$ cat src/rtl/hb_pkg.sv
package hb_pkg;
  typedef enum logic [1:0] {
    LEG_TRI = 2'b00,
    LEG_LO  = 2'b01,
    LEG_HI  = 2'b10
  } leg_t;

  typedef enum logic [2:0] {
    MODE_UV,
    MODE_LATCH,
    MODE_ILIM,
    MODE_DIS,
    MODE_RUN
  } mode_t;
endpackage

$ cat src/rtl/hb_sync.sv
module hb_sync #(
  parameter int                WIDTH   = 1,
  parameter int                STAGES  = 2,
  parameter logic [WIDTH-1:0]  RST_VAL = '0
) (
  input  logic             clk_i,
  input  logic             rst_ni,
  input  logic [WIDTH-1:0] d_i,
  output logic [WIDTH-1:0] q_o
);
  logic [WIDTH-1:0] stage_q [STAGES];

  for (genvar s = 0; s < STAGES; s++) begin : g_stage
    if (s == 0) begin : g_first
      always_ff @(posedge clk_i or negedge rst_ni)
        if (!rst_ni) stage_q[s] <= RST_VAL;
        else         stage_q[s] <= d_i;
    end else begin : g_next
      always_ff @(posedge clk_i or negedge rst_ni)
        if (!rst_ni) stage_q[s] <= RST_VAL;
        else         stage_q[s] <= stage_q[s-1];
    end
  end

  assign q_o = stage_q[STAGES-1];
endmodule

$ cat src/rtl/hb_clear_edge.sv
module hb_clear_edge (
  input  logic clk_i,
  input  logic rst_ni,
  input  logic code_i,
  input  logic dir_a_i,
  input  logic dir_b_i,
  input  logic dis_a_i,
  input  logic dis_b_i,
  output logic clr_o
);
  logic dir_a_q, dir_b_q, dis_a_q, dis_b_q;
  logic dir_clr, dis_clr;

  // reset to open-pin levels so reset release is not an edge
  always_ff @(posedge clk_i or negedge rst_ni)
    if (!rst_ni) begin
      dir_a_q <= 1'b1;
      dir_b_q <= 1'b1;
      dis_a_q <= 1'b1;
      dis_b_q <= 1'b0;
    end else begin
      dir_a_q <= dir_a_i;
      dir_b_q <= dir_b_i;
      dis_a_q <= dis_a_i;
      dis_b_q <= dis_b_i;
    end

  assign dir_clr = (dir_a_q & ~dir_a_i) | (~dir_b_q & dir_b_i);
  assign dis_clr = (dis_a_q & ~dis_a_i) | (~dis_b_q & dis_b_i);
  assign clr_o   = code_i ? dir_clr : dis_clr;
endmodule

$ cat src/rtl/hb_fault_latch.sv
module hb_fault_latch (
  input  logic clk_i,
  input  logic rst_ni,
  input  logic set_i,
  input  logic hot_i,
  input  logic clr_edge_i,
  output logic latched_o
);
  logic latched_q;

  // set beats clear; an edge while still hot does not clear
  always_ff @(posedge clk_i or negedge rst_ni)
    if (!rst_ni)                       latched_q <= 1'b0;
    else if (set_i)                    latched_q <= 1'b1;
    else if (clr_edge_i && !hot_i)     latched_q <= 1'b0;

  assign latched_o = latched_q;

  assert_set_stores_R6: assert property (@(posedge clk_i) disable iff (!rst_ni)
    set_i |=> latched_o);
  assert_hot_holds_R9: assert property (@(posedge clk_i) disable iff (!rst_ni)
    (latched_o && hot_i) |=> latched_o);
  assert_no_edge_holds_R7: assert property (@(posedge clk_i) disable iff (!rst_ni)
    (latched_o && !clr_edge_i) |=> latched_o);
endmodule

$ cat src/rtl/hb_leg_drive.sv
module hb_leg_drive
  import hb_pkg::*;
(
  input  logic drive_i,
  input  logic level_i,
  output leg_t leg_o
);
  always_comb begin
    if (!drive_i)     leg_o = LEG_TRI;
    else if (level_i) leg_o = LEG_HI;
    else              leg_o = LEG_LO;
  end
endmodule

$ cat src/rtl/hbridge_ctrl.sv
module hbridge_ctrl
  import hb_pkg::*;
#(
  parameter int SYNC_STAGES = 2
) (
  input  logic       clk_i,
  input  logic       rst_ni,
  input  logic       dir_a_i,
  input  logic       dir_b_i,
  input  logic       dis_a_i,
  input  logic       dis_b_i,
  input  logic       code_i,
  input  logic       uv_i,
  input  logic       ot_i,
  input  logic       oc_hs_i,
  input  logic       oc_ls_i,
  input  logic       ilim_i,
  output logic [1:0] leg_a_o,
  output logic [1:0] leg_b_o,
  output logic       flag_no
);
  localparam int NUM_IN = 10;
  localparam int LEGS   = 2;
  // bit order: ilim oc_ls oc_hs ot uv code dis_b dis_a dir_b dir_a
  localparam logic [NUM_IN-1:0] OPEN_VAL = 10'b00000_00111;

  logic [NUM_IN-1:0] raw, syn;
  logic dir_a_s, dir_b_s, dis_a_s, dis_b_s, code_s;
  logic uv_s, ot_s, oc_s, ilim_s;
  logic clr_edge, latched, disabled;
  mode_t mode;
  logic [LEGS-1:0] level;
  leg_t leg [LEGS];

  assign raw = {ilim_i, oc_ls_i, oc_hs_i, ot_i, uv_i, code_i, dis_b_i, dis_a_i, dir_b_i, dir_a_i};

  hb_sync #(.WIDTH(NUM_IN), .STAGES(SYNC_STAGES), .RST_VAL(OPEN_VAL)) u_sync (
    .clk_i (clk_i), .rst_ni(rst_ni), .d_i(raw), .q_o(syn)
  );

  assign dir_a_s = syn[0];
  assign dir_b_s = syn[1];
  assign dis_a_s = syn[2];
  assign dis_b_s = syn[3];
  assign code_s  = syn[4];
  assign uv_s    = syn[5];
  assign ot_s    = syn[6];
  assign oc_s    = syn[7] | syn[8];
  assign ilim_s  = syn[9];

  hb_clear_edge u_edge (
    .clk_i  (clk_i),
    .rst_ni (rst_ni),
    .code_i (code_s),
    .dir_a_i(dir_a_s),
    .dir_b_i(dir_b_s),
    .dis_a_i(dis_a_s),
    .dis_b_i(dis_b_s),
    .clr_o  (clr_edge)
  );

  hb_fault_latch u_latch (
    .clk_i     (clk_i),
    .rst_ni    (rst_ni),
    .set_i     (ot_s | oc_s),
    .hot_i     (ot_s),
    .clr_edge_i(clr_edge),
    .latched_o (latched)
  );

  assign disabled = !code_s && (dis_a_s || !dis_b_s);

  always_comb begin
    if (uv_s)          mode = MODE_UV;
    else if (latched)  mode = MODE_LATCH;
    else if (ilim_s)   mode = MODE_ILIM;
    else if (disabled) mode = MODE_DIS;
    else               mode = MODE_RUN;
  end

  assign level = {dir_b_s, dir_a_s};

  for (genvar g = 0; g < LEGS; g++) begin : g_leg
    hb_leg_drive u_drive (
      .drive_i(mode == MODE_RUN),
      .level_i(level[g]),
      .leg_o  (leg[g])
    );
  end

  assign leg_a_o = leg[0];
  assign leg_b_o = leg[1];
  assign flag_no = (mode == MODE_RUN) || (mode == MODE_ILIM);

  assert_leg_code_R1: assert property (@(posedge clk_i) disable iff (!rst_ni)
    (leg_a_o != 2'b11) && (leg_b_o != 2'b11));
  assert_uv_off_R5: assert property (@(posedge clk_i) disable iff (!rst_ni)
    uv_s |-> (leg_a_o == 2'b00 && leg_b_o == 2'b00 && !flag_no));
  assert_latch_off_R6: assert property (@(posedge clk_i) disable iff (!rst_ni)
    latched |-> (leg_a_o == 2'b00 && leg_b_o == 2'b00 && !flag_no));
  assert_code_ignores_dis_R4: assert property (@(posedge clk_i) disable iff (!rst_ni)
    (code_s && !uv_s && !latched && !ilim_s) |-> (flag_no && leg_a_o != 2'b00));
  assert_ilim_flag_R10: assert property (@(posedge clk_i) disable iff (!rst_ni)
    (ilim_s && !uv_s && !latched) |-> (flag_no && leg_a_o == 2'b00 && leg_b_o == 2'b00));
endmodule

$ cat config.mk
export PLATFORM = sky130hd
export DESIGN_NAME = hbridge_ctrl
export DESIGN_NICKNAME = d
export VERILOG_FILES = /design/src/rtl/hb_pkg.sv /design/src/rtl/hb_sync.sv /design/src/rtl/hb_clear_edge.sv /design/src/rtl/hb_fault_latch.sv /design/src/rtl/hb_leg_drive.sv /design/src/rtl/hbridge_ctrl.sv
export SDC_FILE = /design/constraint.sdc
export NUM_CORES = 1
export LEC_CHECK = 0
export CAP_MARGIN = 20
export CORE_MARGIN = 2
export CORE_UTILIZATION = 30
export CTS_CLUSTER_SIZE = 20
export DETAILED_ROUTE_END_ITERATION = 12
export PLACE_DENSITY = 0.52
export SLEW_MARGIN = 20
export SYNTH_ARGS = -nofsm -noshare
export SYNTH_HDL_FRONTEND = slang
export SYNTH_SLANG_ARGS = --single-unit
$ cat constraint.sdc
create_clock -name clk_i -period 1.2 [get_ports clk_i]
set_clock_uncertainty 0.05 [all_clocks]
set_input_delay 0.18 -clock clk_i [delete_from_list [all_inputs] [get_ports clk_i]]
set_output_delay 0.18 -clock clk_i [all_outputs]
set_load 0.005 [all_outputs]
==> flow_summary.ini, run 1 <==
[clocking]
ctsHoldBuffers = 0
clock_path_buffers = 2
insertion_delay_ns = 0.30
clkTransAtPathRegs_ns = 0.12
htree_levels = 1
numClockSinks = 25
root_buffer = clkbuf_4
cts_tree = built
cts_buffers = 3
post-cts-setup-buffers = 0

[outcome]
status = finished, violations left
violations = negative setup slack

[logic_synthesis]
avgSynthCellArea_um2 = 17.3
post_synth_num_cell_types = 13
yosysSeqAreaShare_pct = 85.7
yosys_warnings = 0
yosys_register_bits = 25
synthCells = 43
synth_nets = 55
synth_area_um2 = 743

[critical_path]
r2r_cells = 4
critPathMaxStageDelay_ns = 0.58
arrival_ns = 1.28
r2r_setup_slack_ns = 0.06
reg2reg_from = u_sync.q_o[1]
crit_chain = nor2b_4 -> o31a_1 -> buf_2
r2r_end = u_latch.latched_o
crit_fanout = 2
crit_buf_inv = 1
critPathKind = flop to output port
worstPathRequired_ns = 0.97
crit_slowest_cell = dfstp_2
cp-start-kind = flop
crit_family = flip-flops
cp-end-kind = output port

[placed_design]
gp_congestion = 0.730
numPortBuffers = 16
dp_cells = 96
dp_hpwl_um = 676

[floorplan]
die_w_um = 53.8
coreArea_um2 = 2410
io_pins = 17
num_rows = 18
initial_utilization_pct = 30.8
die_y_um = 53.8
die_area_um2 = 2890

[routing]
first_pass_iters = 2
vias = 409
drt_iter0_drc = 5
viasPerCell = 4.09
wl_per_cell_um = 9.19
ant_nets = 0
drc = 0
drt-total-wl_um = 919

[timing]
fin_setup_tns_ns = -1.41
slew_headroom_pct = 85.9
hold_viol = 0
tightest_slew_ns = 0.209
post-route-period-util_pct = 126
clock.fmax_ghz = 0.662
rsz0062_at_grt = yes
drv_slew = 0
worst_slack_ns = -0.310
setup_viol = 5
min_period_ns = 1.51

[cells_and_area]
final_cells = 100
diodes = 0
fillers = 224
drive_gt1_share_pct = 40.0
syn_to_final_growth_pct = 38.6
fin_nets = 83

[power]
p_leak_nw = 0.455
total_power_mw = 1.36
power_density_nw_per_um2 = 1320
ir_drop_mv = 0.799

[grt]
grtUsageTotal_pct = 7.83
grt_pass1_wl_um = 1520
grt_pass1_vias = 378
overflow = 0
antenna_found_initial = 0
grt_max_degree = 26

[worst_hold_path]
hp-class = input pin to async pin

[run]
cap_violations = 0
layout make-up:
type | instances | area (µm²) | area share (%)
clock buffers | 3 | 22.5 | 2.19
inverters | 2 | 7.51 | 0.729
flip-flops and latches | 25 | 637 | 61.8
multi-input cells | 16 | 120 | 11.7
repair buffers | 23 | 200 | 19.4
well taps | 30 | 37.5 | 3.65
clock inverters | 1 | 5.00 | 0.486
layer usage:
layer | vias to the layer above | track usage [%] | part of all wire [%]
li1 | 194 | - | -
met1 | 203 | 8.88 | 46
met2 | 10 | 11.8 | 46
met3 | 2 | 3.61 | 6.5
met4 | 0 | 5.13 | 1.4
met5 | - | 0 | 0
cell families (layout without fill, tap and decap cells):
| logic type | after synthesis | in the layout | synth area share, % |
|---|---|---|---|
| compound gates | 3 | 3 | 3.54 |
| simple gates | 13 | 13 | 9.76 |
| flops | 25 | 25 | 85.7 |
| buf+inv | 2 | 29 | 1.01 |
through the flow:
| step | utilization (%) | setup WS [ns] | instance area [µm²] | hold slack, ns |
|---|---|---|---|---|
| final | 42.7 | -0.310 | 1030 | 0.168 |
| after global routing | 42.7 | -0.375 | 1030 | 0.171 |
| after CTS | 42.0 | -0.338 | 1010 | 0.170 |
| after detailed placement | 41.7 | -0.298 | 1010 | 0.285 |
| after global placement | 41.7 | -0.298 | 1010 | 0.284 |
| after floorplan | - | 0.165 | 743 | -0.166 |
timing repair:
| action | in CTS | in global routing |
|---|---|---|
| gates resized for setup | 21 | 3 |
| pin swaps | 6 | 5 |
| endpoints found under the hold margin | 0 | 0 |
| setup endpoints to repair | 5 | 5 |
sequential cells by signal (all words and copies together) (netlist names):
name,cells
u_sync.stage_q,10
u_edge.dir_a_q,1
u_sync.q_o,10
u_edge.dis_a_q,1
u_latch.latched_o,1
u_edge.dir_b_q,1
u_edge.dis_b_q,1
cells in the final DEF (no fill, tap or decap):
cell             count
nand4b_1             1
dfrtp_1             16
o2111ai_1            1
dfstp_2              9
clkdlybuf4s50_1     11
clkinv_2             1
nand3_1              1
buf_12               1
clkbuf_4             3
buf_4                6
inv_1                2
o21ai_4              1
nor2b_4              1
nor3_1               1
buf_2                5
nand2b_1             3
nor3_4               1
nor2_1               5
o31a_1               1
synthesized netlist by cell type, drive strengths merged:
cell	number	area [µm²]
dfrtp	16	400
inv	2	7.51
nor2	5	18.8
o2111ai	1	8.76
nand2b	3	18.8
nor3	2	15.0
o31a	1	8.76
o21ai	1	8.76
dfstp	9	236
nand4b	1	8.76
nand3	1	5.00
nor2b	1	6.26
power by group:
part	leakage (nW)	internal (mW)	switching, mW	total (mW)
clock network	0.0177	0.124	0.225	0.349
registers	0.279	0.896	0.0190	0.915
logic	0.159	0.0600	0.0318	0.0918
worst max-delay path by stage:
stage	from	end	slack (ns)	cells after the start
floorplan	u_sync.q_o[2]	flag_no	0.17	2
detailed placement	u_sync.q_o[5]	leg_a_o[0]	-0.30	4
global placement	u_sync.q_o[5]	leg_b_o[1]	-0.30	4
global route	u_sync.q_o[9]	leg_b_o[0]	-0.38	4
finish	u_sync.q_o[2]	flag_no	-0.31	3
CTS	u_sync.q_o[2]	leg_a_o[0]	-0.34	4
(Power assumes the default switching activity.)
==> run 2: changes to the inputs <==
GPL_ROUTABILITY_DRIVEN = 0   (was default)
RECOVER_POWER = 100   (was default)
==> flow_summary.ini, run 2 (synthesis gave the netlist of run 1 again) <==
[critical_path]
critPathKind = flop to output port
cp-end-kind = output port
cp-start-kind = flop
worstPathRequired_ns = 0.97
crit_fanout = 2
arrival_ns = 1.28
r2r_setup_slack_ns = 0.06

[run]
cap_violations = 0

[grt]
grt_pass1_vias = 378
antenna_found_initial = 0
overflow = 0
grt_pass1_wl_um = 1520
grtUsageTotal_pct = 7.83
grt_max_degree = 26

[cells_and_area]
final_util_pct = 41.8
fillers = 228
final_cells = 100
syn_to_final_growth_pct = 35.5
drive_gt1_share_pct = 37.1
final_cell_mix = dfrtp_1, dlygate4sd3_1, dfstp_2
layout_commonest_cell = dfrtp_1
fin_nets = 83
diodes = 0

[routing]
vias = 406
ant_nets = 0
drc = 0
wl_per_cell_um = 9.15
viasPerCell = 4.06
first_pass_iters = 2
drt_iter0_drc = 3
drt-total-wl_um = 915

[clocking]
htree_levels = 1
clock_path_buffers = 2
cts_tree = built
numClockSinks = 25
root_buffer = clkbuf_4
cts_buffers = 3
insertion_delay_ns = 0.30
clkTransAtPathRegs_ns = 0.13
ctsHoldBuffers = 0

[timing]
post-route-period-util_pct = 126
min_period_ns = 1.51
slew_headroom_pct = 62.6
worst_slack_ns = -0.309
clock.fmax_ghz = 0.663
hold_viol = 0
rsz0062_at_grt = yes
setup_viol = 5
drv_slew = 0
tightest_slew_ns = 0.561

[floorplan]
die_y_um = 53.8
die_w_um = 53.8
coreArea_um2 = 2410
initial_utilization_pct = 30.8
num_rows = 18
io_pins = 17
die_area_um2 = 2890

[power]
power_density_nw_per_um2 = 1330
p_leak_nw = 0.445
ir_drop_mv = 0.795

[placed_design]
dp_cells = 96
numPortBuffers = 16
dp_hpwl_um = 676

[outcome]
violations = negative setup slack
status = finished, violations left

[worst_hold_path]
hp-class = flop to flop
==> run 2: worst paths after layout <==
kind | start | endpoint | depth (start not counted)
setup / recovery | u_sync.q_o[2] | flag_no | 3
hold / removal | u_sync.stage_q[18] | u_sync.q_o[8] | 0
setup reg to reg | u_sync.q_o[1] | u_latch.latched_o | 4
hold reg to reg | u_sync.stage_q[18] | u_sync.q_o[8] | 0
max in group asynchronous | rst_ni | u_sync.stage_q[12] | 2
min in group asynchronous | rst_ni | u_latch.latched_o | 2
==> run 2: per-stage QoR <==
step | power, mW | TNS, ns | worst slack [ns] | cell area (µm²) | hold WS [ns]
after global routing | 1.40 | -1.83 | -0.375 | 1010 | 0.319
after floorplan | 0.939 | 0 | 0.165 | 743 | -0.166
final | 1.34 | -1.40 | -0.309 | 1010 | 0.313
after global placement | 1.02 | -1.40 | -0.298 | 1010 | 0.284
after CTS | 1.37 | -1.65 | -0.338 | 1010 | 0.170
after detailed placement | 1.02 | -1.45 | -0.298 | 1010 | 0.285
==> run 2: where the power goes <==
part | internal (mW) | switching (mW)
Clock | 0.124 | 0.225
Sequential | 0.896 | 0.0189
Combinational | 0.0445 | 0.0309
==> run 2: final cells by class <==
| type | count | area [µm²] | share of cell area [%] |
|---|---|---|---|
| inverters | 2 | 7.51 | 0.745 |
| flip-flops and latches | 25 | 637 | 63.2 |
| clock buffers | 3 | 22.5 | 2.24 |
| well taps | 30 | 37.5 | 3.73 |
| repair buffers | 23 | 178 | 17.6 |
| multi-input cells | 16 | 120 | 11.9 |
| clock inverters | 1 | 5.00 | 0.497 |
==> run 2: per-layer routing <==
metal / track usage, % / vias to the layer above / wire length [µm]
li1: - / 194 / -
met1: 8.88 / 200 / 423
met2: 11.8 / 10 / 417
met3: 3.61 / 2 / 60
met4: 5.13 / 0 / 13
met5: 0 / - / 0
==> run 2: timing repair <==
action / CTS / global route
buffers inserted: 0 / 0
gates resized for setup: 21 / 3
setup endpoints to repair: 5 / 5
pin swaps: 6 / 5
==> run 2: worst max-delay path: stages (launching register included) <==
cell,delay (ns)
dfstp_2,0.58
nor2b_4,0.05
o31a_1,0.23
buf_2,0.13
